--- config.mk ---
export PLATFORM = sky130hd
export DESIGN_NAME = tod_clock_unit
export DESIGN_NICKNAME = d
export VERILOG_FILES = /design/src/rtl/tod_pkg.sv /design/src/rtl/tod_counter.sv /design/src/rtl/tod_reader.sv /design/src/rtl/cpu_timer.sv /design/src/rtl/tod_clock_unit.sv
export SDC_FILE = /design/constraint.sdc
export NUM_CORES = 1
export LEC_CHECK = 0
export BUFFER_PORTS_ARGS = -buffer_cell sky130_fd_sc_hd__buf_2
export CORE_UTILIZATION = 41
export DETAILED_ROUTE_END_ITERATION = 16
export PLACE_DENSITY_LB_ADDON = 0.05
export SYNTH_ARGS = -nofsm -noshare
export SYNTH_HDL_FRONTEND = slang
export SYNTH_SLANG_ARGS = --single-unit
--- constraint.sdc ---
create_clock -name clk -period 3.51 [get_ports clk]
set_input_delay 0.1755 -clock clk [delete_from_list [all_inputs] [get_ports clk]]
set_output_delay 0.1755 -clock clk [all_outputs]
set_load 0.005 [all_outputs]
--- src/rtl/tod_pkg.sv ---
package tod_pkg;
  localparam int TOD_W = 64;
  typedef logic [TOD_W-1:0] tod_t;

  // Stamp rule: raw count unless it would not exceed this port's last stamp.
  function automatic tod_t unique_stamp(input tod_t now, input tod_t last, input logic last_vld);
    if (last_vld && (now <= last)) return last + tod_t'(1);
    return now;
  endfunction

  function automatic tod_t timer_next(input tod_t cur, input tod_t inc);
    return cur - inc;
  endfunction
endpackage

--- src/rtl/tod_counter.sv ---
module tod_counter
  import tod_pkg::*;
#(
  parameter int N_CPU      = 2,
  parameter int UNIT_SHIFT = 12
) (
  input  logic                   clk,
  input  logic                   rst_n,
  input  logic                   step_i,
  input  logic [N_CPU-1:0]       set_req_i,
  input  logic [N_CPU*TOD_W-1:0] set_val_i,
  output tod_t                   tod_o,
  output logic                   running_o,
  output logic                   set_fire_o,
  output logic                   tick_o
);
  localparam tod_t STEP_INC = tod_t'(1) << UNIT_SHIFT;

  tod_t tod_q;
  logic running_q;
  tod_t sel_val;

  // Fixed priority: lowest port index wins.
  always_comb begin
    sel_val = '0;
    for (int i = N_CPU - 1; i >= 0; i--) begin
      if (set_req_i[i]) sel_val = set_val_i[i*TOD_W +: TOD_W];
    end
  end

  assign set_fire_o = |set_req_i;
  assign tick_o     = running_q & step_i;

  always_ff @(posedge clk) begin
    if (!rst_n) begin
      tod_q     <= '0;
      running_q <= 1'b0;
    end else if (set_fire_o) begin
      tod_q     <= sel_val;
      running_q <= 1'b1;
    end else if (tick_o) begin
      tod_q <= tod_q + STEP_INC;
    end
  end

  assign tod_o     = tod_q;
  assign running_o = running_q;

  AST_SET_LOADS: assert property (@(posedge clk) disable iff (!rst_n)
    set_fire_o |=> (running_q && tod_q == $past(sel_val)));
  AST_IDLE_HOLD: assert property (@(posedge clk) disable iff (!rst_n)
    (!set_fire_o && !tick_o) |=> $stable(tod_q));
  AST_STEP_ADV: assert property (@(posedge clk) disable iff (!rst_n)
    (tick_o && !set_fire_o) |=> (tod_q == $past(tod_q) + STEP_INC));
  AST_LOW_WINS: assert property (@(posedge clk) disable iff (!rst_n)
    set_req_i[0] |=> (tod_q == $past(set_val_i[TOD_W-1:0])));
endmodule

--- src/rtl/tod_reader.sv ---
module tod_reader
  import tod_pkg::*;
#(
  parameter int EXT_W = 16
) (
  input  logic               clk,
  input  logic               rst_n,
  input  logic               rd_req_i,
  input  tod_t               tod_i,
  input  logic               set_fire_i,
  input  logic               ext_wr_i,
  input  logic [EXT_W-1:0]   ext_val_i,
  output logic               rd_val_o,
  output logic [TOD_W+EXT_W-1:0] rd_data_o
);
  tod_t             last_q;
  logic             last_vld_q;
  logic [EXT_W-1:0] ext_q;
  tod_t             stamp;

  assign stamp = unique_stamp(tod_i, last_q, last_vld_q);

  always_ff @(posedge clk) begin
    if (!rst_n) begin
      last_q     <= '0;
      last_vld_q <= 1'b0;
      ext_q      <= '0;
      rd_val_o   <= 1'b0;
      rd_data_o  <= '0;
    end else begin
      rd_val_o <= rd_req_i;
      if (ext_wr_i) ext_q <= ext_val_i;
      if (rd_req_i) begin
        rd_data_o <= {stamp, ext_q};
        last_q    <= stamp;
      end
      if (set_fire_i) last_vld_q <= 1'b0;
      else if (rd_req_i) last_vld_q <= 1'b1;
    end
  end

  AST_RD_LATENCY: assert property (@(posedge clk) disable iff (!rst_n)
    rd_req_i |=> rd_val_o);
  AST_RD_PULSE: assert property (@(posedge clk) disable iff (!rst_n)
    !rd_req_i |=> !rd_val_o);
  AST_STAMP_UNIQUE: assert property (@(posedge clk) disable iff (!rst_n)
    (rd_req_i && last_vld_q && !set_fire_i) |=>
      (rd_data_o[TOD_W+EXT_W-1:EXT_W] > $past(last_q)));
endmodule

--- src/rtl/cpu_timer.sv ---
module cpu_timer
  import tod_pkg::*;
#(
  parameter int UNIT_SHIFT = 12
) (
  input  logic clk,
  input  logic rst_n,
  input  logic tick_i,
  input  logic wr_i,
  input  tod_t val_i,
  output logic irq_o
);
  localparam tod_t STEP_INC = tod_t'(1) << UNIT_SHIFT;

  tod_t cnt_q;

  always_ff @(posedge clk) begin
    if (!rst_n)      cnt_q <= '0;
    else if (wr_i)   cnt_q <= val_i;
    else if (tick_i) cnt_q <= timer_next(cnt_q, STEP_INC);
  end

  assign irq_o = cnt_q[TOD_W-1];

  AST_TMR_LOAD: assert property (@(posedge clk) disable iff (!rst_n)
    wr_i |=> (cnt_q == $past(val_i)));
  AST_TMR_DEC: assert property (@(posedge clk) disable iff (!rst_n)
    (tick_i && !wr_i) |=> (cnt_q == $past(cnt_q) - STEP_INC));
  AST_TMR_IDLE: assert property (@(posedge clk) disable iff (!rst_n)
    (!tick_i && !wr_i) |=> $stable(cnt_q));
endmodule

--- src/rtl/tod_clock_unit.sv ---
module tod_clock_unit
  import tod_pkg::*;
#(
  parameter int N_CPU      = 2,
  parameter int UNIT_SHIFT = 12,
  parameter int EXT_W      = 16
) (
  input  logic                           clk,
  input  logic                           rst_n,
  input  logic                           step_i,
  input  logic [N_CPU-1:0]               set_req_i,
  input  logic [N_CPU*TOD_W-1:0]         set_val_i,
  input  logic [N_CPU-1:0]               rd_req_i,
  output logic [N_CPU-1:0]               rd_val_o,
  output logic [N_CPU*(TOD_W+EXT_W)-1:0] rd_data_o,
  input  logic [N_CPU-1:0]               ext_wr_i,
  input  logic [N_CPU*EXT_W-1:0]         ext_val_i,
  input  logic                           cmp_wr_i,
  input  logic [TOD_W-1:0]               cmp_val_i,
  output logic                           cmp_irq_o,
  input  logic [N_CPU-1:0]               tmr_wr_i,
  input  logic [N_CPU*TOD_W-1:0]         tmr_val_i,
  output logic [N_CPU-1:0]               tmr_irq_o,
  output logic                           running_o
);
  localparam int RD_W = TOD_W + EXT_W;

  tod_t tod;
  logic set_fire;
  logic tick;
  tod_t cmp_q;

  tod_counter #(.N_CPU(N_CPU), .UNIT_SHIFT(UNIT_SHIFT)) counter_i (
    .clk(clk), .rst_n(rst_n), .step_i(step_i),
    .set_req_i(set_req_i), .set_val_i(set_val_i),
    .tod_o(tod), .running_o(running_o),
    .set_fire_o(set_fire), .tick_o(tick)
  );

  for (genvar p = 0; p < N_CPU; p++) begin : g_port
    tod_reader #(.EXT_W(EXT_W)) reader_i (
      .clk(clk), .rst_n(rst_n), .rd_req_i(rd_req_i[p]), .tod_i(tod),
      .set_fire_i(set_fire), .ext_wr_i(ext_wr_i[p]),
      .ext_val_i(ext_val_i[p*EXT_W +: EXT_W]),
      .rd_val_o(rd_val_o[p]), .rd_data_o(rd_data_o[p*RD_W +: RD_W])
    );
    cpu_timer #(.UNIT_SHIFT(UNIT_SHIFT)) timer_i (
      .clk(clk), .rst_n(rst_n), .tick_i(tick), .wr_i(tmr_wr_i[p]),
      .val_i(tmr_val_i[p*TOD_W +: TOD_W]), .irq_o(tmr_irq_o[p])
    );
  end

  always_ff @(posedge clk) begin
    if (!rst_n)        cmp_q <= '1;
    else if (cmp_wr_i) cmp_q <= cmp_val_i;
  end

  assign cmp_irq_o = tod > cmp_q;

  AST_CMP_RELOAD_CLEARS: assert property (@(posedge clk) disable iff (!rst_n)
    (cmp_wr_i && cmp_val_i == '1) |=> !cmp_irq_o);
  AST_CMP_STOPPED_QUIET: assert property (@(posedge clk) disable iff (!rst_n)
    (!running_o && !set_fire && !cmp_wr_i && !cmp_irq_o) |=> !cmp_irq_o);
endmodule

# After elaboration in Yosys (flattened, before gate mapping)
# Index checks and enable logic that the tools add are counted.
[op_classes]
bitwise = 2
magnitude_cmp = 3
add_sub_neg = 5
n_reduce_logical = 7
mux = 14
[ops]
columns = ["cell", "n"]
rows = [
  ["$mux W64", 12],
  ["$add A64 B1 Y64 const B", 2],
  ["$le A64 B64 Y1", 2],
  ["$sub A64 B13 Y64 const B", 2],
  ["$add A64 B13 Y64 const B", 1],
  ["$gt A64 B64 Y1", 1],
  ["$reduce_bool A2 Y1", 3],
  ["$reduce_or A3 Y1", 1],
  ["$logic_and A1 B1 Y1", 2],
  ["$mux W1", 2],
  ["$reduce_or A2 Y1", 1],
  ["$and A1 B1 Y1", 1],
  ["$not A1 Y1", 1],
]
[totals]
input_bits = 364
word_cells = 46
reg_bits = 581

# Depth between registers and ports, before layout
# Gate-level depths: netlist (run 1).
[depth]
ltp_word = 4
mapped_depth = 14
mapped_depth_nobuf = 11

# By module
# A second synthesis (run 1) with hierarchy kept.
[unflattened]
cells_unflattened = 3539
hier_area_um2 = 27965.6
[by_module_without_submodules]
columns = ["mod", "cells_each", "area_per_inst_um2", "seq_area_each_um2", "instances"]
rows = [
  ["tod_reader", 886, 6982.9, 1961.9, 2],
  ["cpu_timer", 371, 2946.6, 1041.0, 2],
  ["tod_counter", 582, 4403.0, 1301.2, 1],
  ["tod_clock_unit", 443, 3703.6, 1281.2, 1],
]

# Worst setup path before layout (run 1)
# OpenSTA, ideal clock, no wires.
[synth_timing]
path_kind = "register to register"
from = "register g_port[1].reader_i.last_q[58]"
to = "register g_port[1].reader_i.last_q[50]"
slack_ns = 0.336
n_path_buf = 3
path_stages_with_launch = 15
arrival_ns = 3.037
required_ns = 3.373
cell_sequence = "dfxtp_1 > inv_1 > ha_1 > nand4_1 > nor4_1 > and3_1 > and4bb_1 > nand2_1 > or4_4 > and2_4 > buf_6 > buf_2 > clkbuf_1 > a211oi_1 > a211oi_1"
[synth_between]
elab_chain_cells = 4
[synth_rtl]
columns = ["item", "line", "rtl"]
rows = [
  ["start: declaration", "tod_reader.sv:16", "tod_t last_q;"],
  ["start signal: assignment", "tod_reader.sv:35", "last_q <= stamp;"],
  ["$le A64 B64 Y1", "tod_pkg.sv:7", "if (last_vld && (now <= last)) return last + tod_t'(1);"],
  ["$logic_and A1 B1 Y1", "tod_pkg.sv:7", ""],
  ["$mux W1", "tod_pkg.sv:7", ""],
  ["$mux W64", "tod_pkg.sv:8", "return now;"],
]
# Every way passes these cells.
# A chain may end at the register's enable or synchronous reset.

# Final worst setup path (run 1)
[layout_timing]
from = "register counter_i.tod_q[61], in the netlist counter_i.tod_o[61]"
to = "output cmp_irq_o"
[layout_between]
elab_chain_cells = 1
[layout_rtl]
columns = ["item", "line", "rtl"]
rows = [
  ["start: declaration", "tod_counter.sv:19", "tod_t tod_q;"],
  ["start signal: assignment", "tod_counter.sv:39", "tod_q <= sel_val;"],
  ["start signal: assignment", "tod_counter.sv:42", "tod_q <= tod_q + STEP_INC;"],
  ["$gt A64 B64 Y1", "tod_clock_unit.sv:58", "assign cmp_irq_o = tod > cmp_q;"],
  ["end: declaration", "tod_clock_unit.sv:20", "output logic cmp_irq_o,"],
]
# Every way passes these cells.

==> flow_summary.toml, run 1 <==
[setup_path]
critPathRequiredTime_ns = 3.33
crit_chain = "buf_6 > ha_4 > nand4_1 > nor2_2 > nand2_1 > or3_4 > or4_4 > or3_4 > o21bai_1 > a21oi_2 > buf_2"
critical_path_class = "reg2out"
worstPathMaxFanout = 2
end_kind = "output port"
start_kind = "flip-flop"
cpMaxStageDelayCell = "or4_4"
critPathArrivalTime_ns = 3.43
critPathMostFrequentCell = "or3_4"
critical_path.max_stage_delay_ns = 0.50

[clock_tree]
numClockSinks = 429
clk_pin_slew_ns = 0.05
cts_tree = "yes"
clockBufferDepth = 3
cts-root-buf = "clkbuf_16"
cts_buffers = 52
htree_levels = 2
clk_latency_ns = 0.62

[floorplanning]
dieArea_um2 = 66500
die_w_um = 258
initial_core_util = 0.416
core-area_um2 = 64600
rows = 93
boundaryPins = 530
dieHeight_um = 258

[pwr]
p_per_area_nw_per_um2 = 393
finalPower_mw = 14.3
leakagePower_nw = 15.7
peakVddDrop_mv = 0.401

[detailed_routing]
wire_per_inst_um = 21.3
viasPerCell = 5.64
detail_route.iter0.violations = 2279
vias = 29800
routed_wl_um = 113000
dr.pass1.iters = 5
drcViolationCount = 0
postRouteAntennaNets = 0

[worst_hold_path]
hold_class = "in2reg"

[synthesis]
synth_top_area_cell = "dfxtp_1"
synth_compound_area_frac = 0.215
synth_fa_ha_area_frac = 0.0918
synth_fp_nets = 4078
synth-xor-area-share = 0.0316
synth.area.top_cells = "dfxtp_1 32%, ha_1 9.2%, a21oi_1 6.1%, nor2_1 6.1%, o21ai_0 4.2%"
ys_warn_count = 0
syn_inst = 3517
ys.flop_type = "dfxtp_1"
synth_common_cells = "434 x nor2_1, 429 x dfxtp_1, 326 x a21oi_1"
synth_seq_cells = 429
yosysMostFrequentCell = "nor2_1"
synth_area_um2 = 26800
avgSynthCellArea_um2 = 7.63
async_reset_ff_frac = 0
muxShareOfSynthArea = 0.0393
synth_top_family_by_area = "simple AND/OR/NAND/NOR gates"
synth-edff-count = 0
synth-simple-area-share = 0.240
ys_seq_area_frac = 0.320
synth_cell_types = 85
synth_top_area_frac = 0.320

[timing]
slew_headroom = 0.241
timing.fmax_mhz = 278
finalHoldViolCount = 0
finClkSkew_ns = 0.0362
layout_setup_ws_ns = -0.0912
worst_slew_pin_slew_ns = 1.14
period_minus_slack_ns = 3.60
rsz0062_at_grt = "yes"
slew_viol_final = 0
period_share = 1.03
setup_violations = 1

[status]
status = "complete, but fails checks"
violations = "setup timing"

[global_route]
grt_pass1_vias = 27700
antenna_found_initial = 12
grt_overflow = 0
track_usage = 0.325
grt_pass1_wl_um = 167000
grt_start_max_net_pins = 130

[final_layout]
seq_area_um2 = 8600
nets = 4946
drive_gt1_frac = 0.212
fill_cells = 6248
multi_input_area_um2 = 16800
areaGrowthSynthToFinish_pct = 35.2

[job]
maxCapViolations = 0

[placed_design]
gp_congestion = 0.945
numPortBuffers = 505
dp_hpwl_um = 82000
pre_cts_slack_ns = -0.0136
[logic make-up (layout without fill, tap and decap cells)]
| group | after synthesis | after routing |
|---|---|---|
| and+or+nand+nor | 1310 | 1313 |
| AOI/OAI and AO/OA | 946 | 946 |
| buffers and inverters | 433 | 1338 |
| DFF | 429 | 429 |
| adders and majority gates | 197 | 197 |
| muxes | 105 | 105 |
| xor gates and xnor gates | 97 | 97 |
| other | 0 | 9 |
[sequential cells by signal, indices dropped and copies added, names as in the netlist]
register,cells
cmp_q,64
counter_i.running_o,1
counter_i.tod_o,64
g_port.reader_i.ext_q,32
g_port.reader_i.last_q,128
g_port.reader_i.last_vld_q,2
g_port.reader_i.rd_data_o,32
g_port.reader_i.rd_val_o,2
g_port.timer_i.cnt_q,104
[through the flow]
step	TNS (ns)	instances	hold WS [ns]	instance area [µm²]	util
after floorplan	0	3517	0.302	26800	-
after global placement	0	4925	0.394	31700	0.491
after detailed placement	-0.0136	4925	0.396	31700	0.491
after CTS	-0.0543	5275	0.00462	36100	0.560
after global routing	-0.256	5286	0.0143	36300	0.562
final	-0.0912	5289	0.00714	36300	0.562
[critical path, delay by kind of cell, from the launching register on]
| kind | cells | cell delay, ns |
|---|---|---|
| compound gates | 2 | 0.38 |
| fa+ha+maj | 1 | 0.25 |
| buf+inv | 2 | 0.26 |
| flops | 1 | 0.32 |
| simple gates | 6 | 1.62 |
[placed cells by master, fill, tap and decap left out, drive strengths merged, types with 17 or more instances in the layout]
cell	Yosys	final
xnor2	61	61
or3	29	29
a31oi	73	73
nand2	279	279
o211ai	72	72
nand3	146	146
ha	197	197
and2	20	23
or4b	20	20
nor3	91	91
a21oi	326	326
and3	25	25
o22ai	17	17
or4	32	32
buf	27	767
a21o	44	44
nor4	66	66
inv	223	224
nor2	434	434
mux2i	101	101
nor2b	20	20
clkbuf	182	77
o21a	19	19
o32ai	17	17
a211oi	29	29
nand4	84	84
dfxtp	429	429
dlygate4sd3	0	252
xor2	36	36
o21ai	228	228
[report_power, final]
part / switching, mW / internal (mW)
sequential: 0.281 / 5.17
clock: 2.29 / 3.52
combinational: 1.68 / 1.32
[final timing paths]
kind                                                   start                      endpoint  slack [ns]  cells past startpoint
worst max-delay path                     counter_i.tod_o[61]                     cmp_irq_o       -0.09                     11
worst min-delay path                                   rst_n                     cmp_q[57]       0.007                      2
worst max register to register  g_port[1].reader_i.last_q[8]  g_port[1].reader_i.last_q[6]        0.13                     13
worst min register to register                     cmp_q[12]                     cmp_q[12]        0.49                      2
[timing repair]
action                                  4_1_cts  5_1_grt
endpoints found under the setup margin        2       51
hold buffers                                252        0
cloned                                        0        4
gates resized for setup                      22       20
setup buffers                                 4        1
pin swaps                                    12        5
endpoints found under the hold margin       231        0
[cell type report]
cell class	count	area share
clock inverters	18	0.00744
well taps	855	0.0295
multi-input cells	2658	0.463
flip-flops and latches	429	0.237
diodes	9	0.000620
inverters	224	0.0234
clock buffers	76	0.0422
repair buffers	1020	0.197
[layer usage]
metal / global-route usage / routed length, µm / part of all wire
met2: 0.511 / 50000 / 0.44
met4: 0.159 / 5860 / 0.052
met1: 0.423 / 47900 / 0.42
met5: 0 / 27 / 0.00024
met3: 0.0668 / 9020 / 0.080
Note: power is estimated with default switching activity, not from simulation.
==> run 2, diff against run 1 <==
CTS_BUF_LIST = sky130_fd_sc_hd__clkbuf_16   (was default)
==> run 2 against run 1 <==
- the flow still finishes with violations (setup timing)
- critical endpoint unchanged
- critical path depth did not move
- register-to-register slack got worse by 0.02 ns
- final area decreased by 0.39%
- sequential share of layout area up 0.093 points
- critical path type unchanged
- largest power group unchanged
- via count barely moved
- cell count hardly changed
- combinational power about the same
- power down 2.2%
- global-route usage about the same
==> flow_summary.toml, run 2 (synthesis results as in run 1) <==
[timing]
worst_slew_pin_slew_ns = 1.12
finalHoldViolCount = 0
timing.fmax_mhz = 277
rsz0062_at_grt = "yes"
layout_setup_ws_ns = -0.0992
slew_viol_final = 0
holdWs_ns = 0.00584
finClkSkew_ns = 0.0332
period_minus_slack_ns = 3.61
period_share = 1.03
slew_headroom = 0.255
setup_violations = 1

[detailed_routing]
dr.pass1.iters = 5
routed_wl_um = 113000
vias = 29800
drcViolationCount = 0
postRouteAntennaNets = 0
detail_route.iter0.violations = 2345
wire_per_inst_um = 21.3
viasPerCell = 5.64

[final_layout]
largest_reg_flops = 128
nets = 4945
reg.largest.list = "g_port.reader_i.last_q (128), g_port.timer_i.cnt_q (104)"
drive_gt1_frac = 0.209
areaGrowthSynthToFinish_pct = 34.7
regMostFlops = "g_port.reader_i.last_q"
final_common_cell = "buf_2"
mostFrequentLayoutCells = "501 x buf_2, 433 x nor2_1, 421 x dfxtp_1, 325 x a21oi_1, 277 x nand2_1"

[clock_tree]
clockBufferDepth = 3
cts-root-buf = "clkbuf_16"
cts_tree = "yes"
cts_buffers = 52
htree_levels = 2
clk_latency_ns = 0.62
numClockSinks = 429
clk_pin_slew_ns = 0.06

[floorplanning]
dieArea_um2 = 66500
boundaryPins = 530
dieHeight_um = 258
initial_core_util = 0.416
rows = 93
core-area_um2 = 64600
die_w_um = 258

[setup_path]
end_kind = "output port"
critPathArrivalTime_ns = 3.43
critical_path_class = "reg2out"
critPathRequiredTime_ns = 3.33
critical_path.top_delay_family = "simple AND/OR/NAND/NOR gates"
start_kind = "flip-flop"
critical_path.max_stage_delay_ns = 0.50
cp.buffers_inverters = 2
worstPathMaxFanout = 2
crit_chain = "buf_6 > ha_4 > nand4_1 > nor2_2 > nand2_1 > or3_4 > or4_4 > or3_4 > o21bai_1 > a21oi_2 > buf_2"
cpMaxStageDelayCell = "or4_4"
critPathMostFrequentCell = "or3_4"

[placed_design]
gp_congestion = 0.945
pre_cts_slack_ns = -0.0136
dp_hpwl_um = 82000
numPortBuffers = 505

[status]
violations = "setup timing"
status = "complete, but fails checks"

[pwr]
p_per_area_nw_per_um2 = 386
switching_share = 0.304
combPwrFrac = 0.215
switchingPower_mw = 4.24
clkPwrFrac = 0.395
leakagePower_nw = 15.7
p_int_mw = 9.71
pwr-share-seq = 0.391
finalPower_mw = 13.9
peakVddDrop_mv = 0.405

[global_route]
grt_pass1_vias = 27700
grt_overflow = 0
grt_start_max_net_pins = 130
antenna_found_initial = 12
track_usage = 0.325
grt_pass1_wl_um = 167000

[worst_hold_path]
hold_class = "in2reg"

[job]
maxCapViolations = 0
[run 2: changes by cell type in the layout (fill, tap and decap cells not counted)]
cell / delta
o41ai_1: +1
clkinv_1: +12
o41ai_2: -1
clkbuf_1: -11
inv_1: +11
clkbuf_8: -12
mux2i_2: -1
mux2i_1: +1
dlygate4sd3_1: -1
[run 2: repair_timing]
action	in CTS	in global routing
pin swaps	12	5
buffers inserted	4	1
endpoints found under the hold margin	231	0
hold buffers	251	0
setup endpoints to repair	2	51
resized for setup	22	18
cloned	0	4
[run 2: stage by stage]
stage | TNS [ns] | std cells | utilization | area (µm²)
after floorplan | 0 | 3517 | - | 26800
after global placement | 0 | 4925 | 0.491 | 31700
after detailed placement | -0.0136 | 4925 | 0.491 | 31700
after CTS | -0.0543 | 5274 | 0.558 | 36000
after global routing | -0.180 | 5285 | 0.560 | 36200
final | -0.0992 | 5288 | 0.560 | 36200
[run 2: area by class of cell]
class,instances,area (µm²)
fill,6258,28400
sequential,429,8600
clock buffer,53,1330
inverter,224,848
clock inverter,41,357
timing repair buffer,1019,7160
tap,855,1070
multi-input combinational,2658,16800
antenna,9,22.5
[run 2: worst paths after layout]
kind | startpoint | to | slack [ns] | depth (start not counted)
worst max register to register | g_port[1].reader_i.last_q[8] | g_port[1].reader_i.last_q[55] | 0.11 | 11
worst min-delay path | rst_n | cmp_q[57] | 0.006 | 2
worst max-delay path | counter_i.tod_o[61] | cmp_irq_o | -0.1 | 11
worst min register to register | cmp_q[12] | cmp_q[12] | 0.49 | 2
[run 2: power by group through the flow]
stage | clock network, mW | registers [mW] | logic (mW)
2_1_floorplan | 0 | 5.52 | 1.47
3_3_place_gp | 0 | 5.54 | 2.67
3_5_place_dp | 0 | 5.54 | 2.68
4_1_cts | 5.60 | 5.44 | 2.94
5_1_grt | 5.78 | 5.47 | 3.28
6_report | 5.50 | 5.45 | 2.99
[run 2: routing by layer]
layer | wire length (µm) | track usage | vias to the layer above
li1 | - | - | 14500
met1 | 47900 | 0.422 | 14100
met2 | 50200 | 0.514 | 999
met3 | 9000 | 0.0669 | 212
met4 | 5600 | 0.153 | 4
met5 | 27 | 0 | -
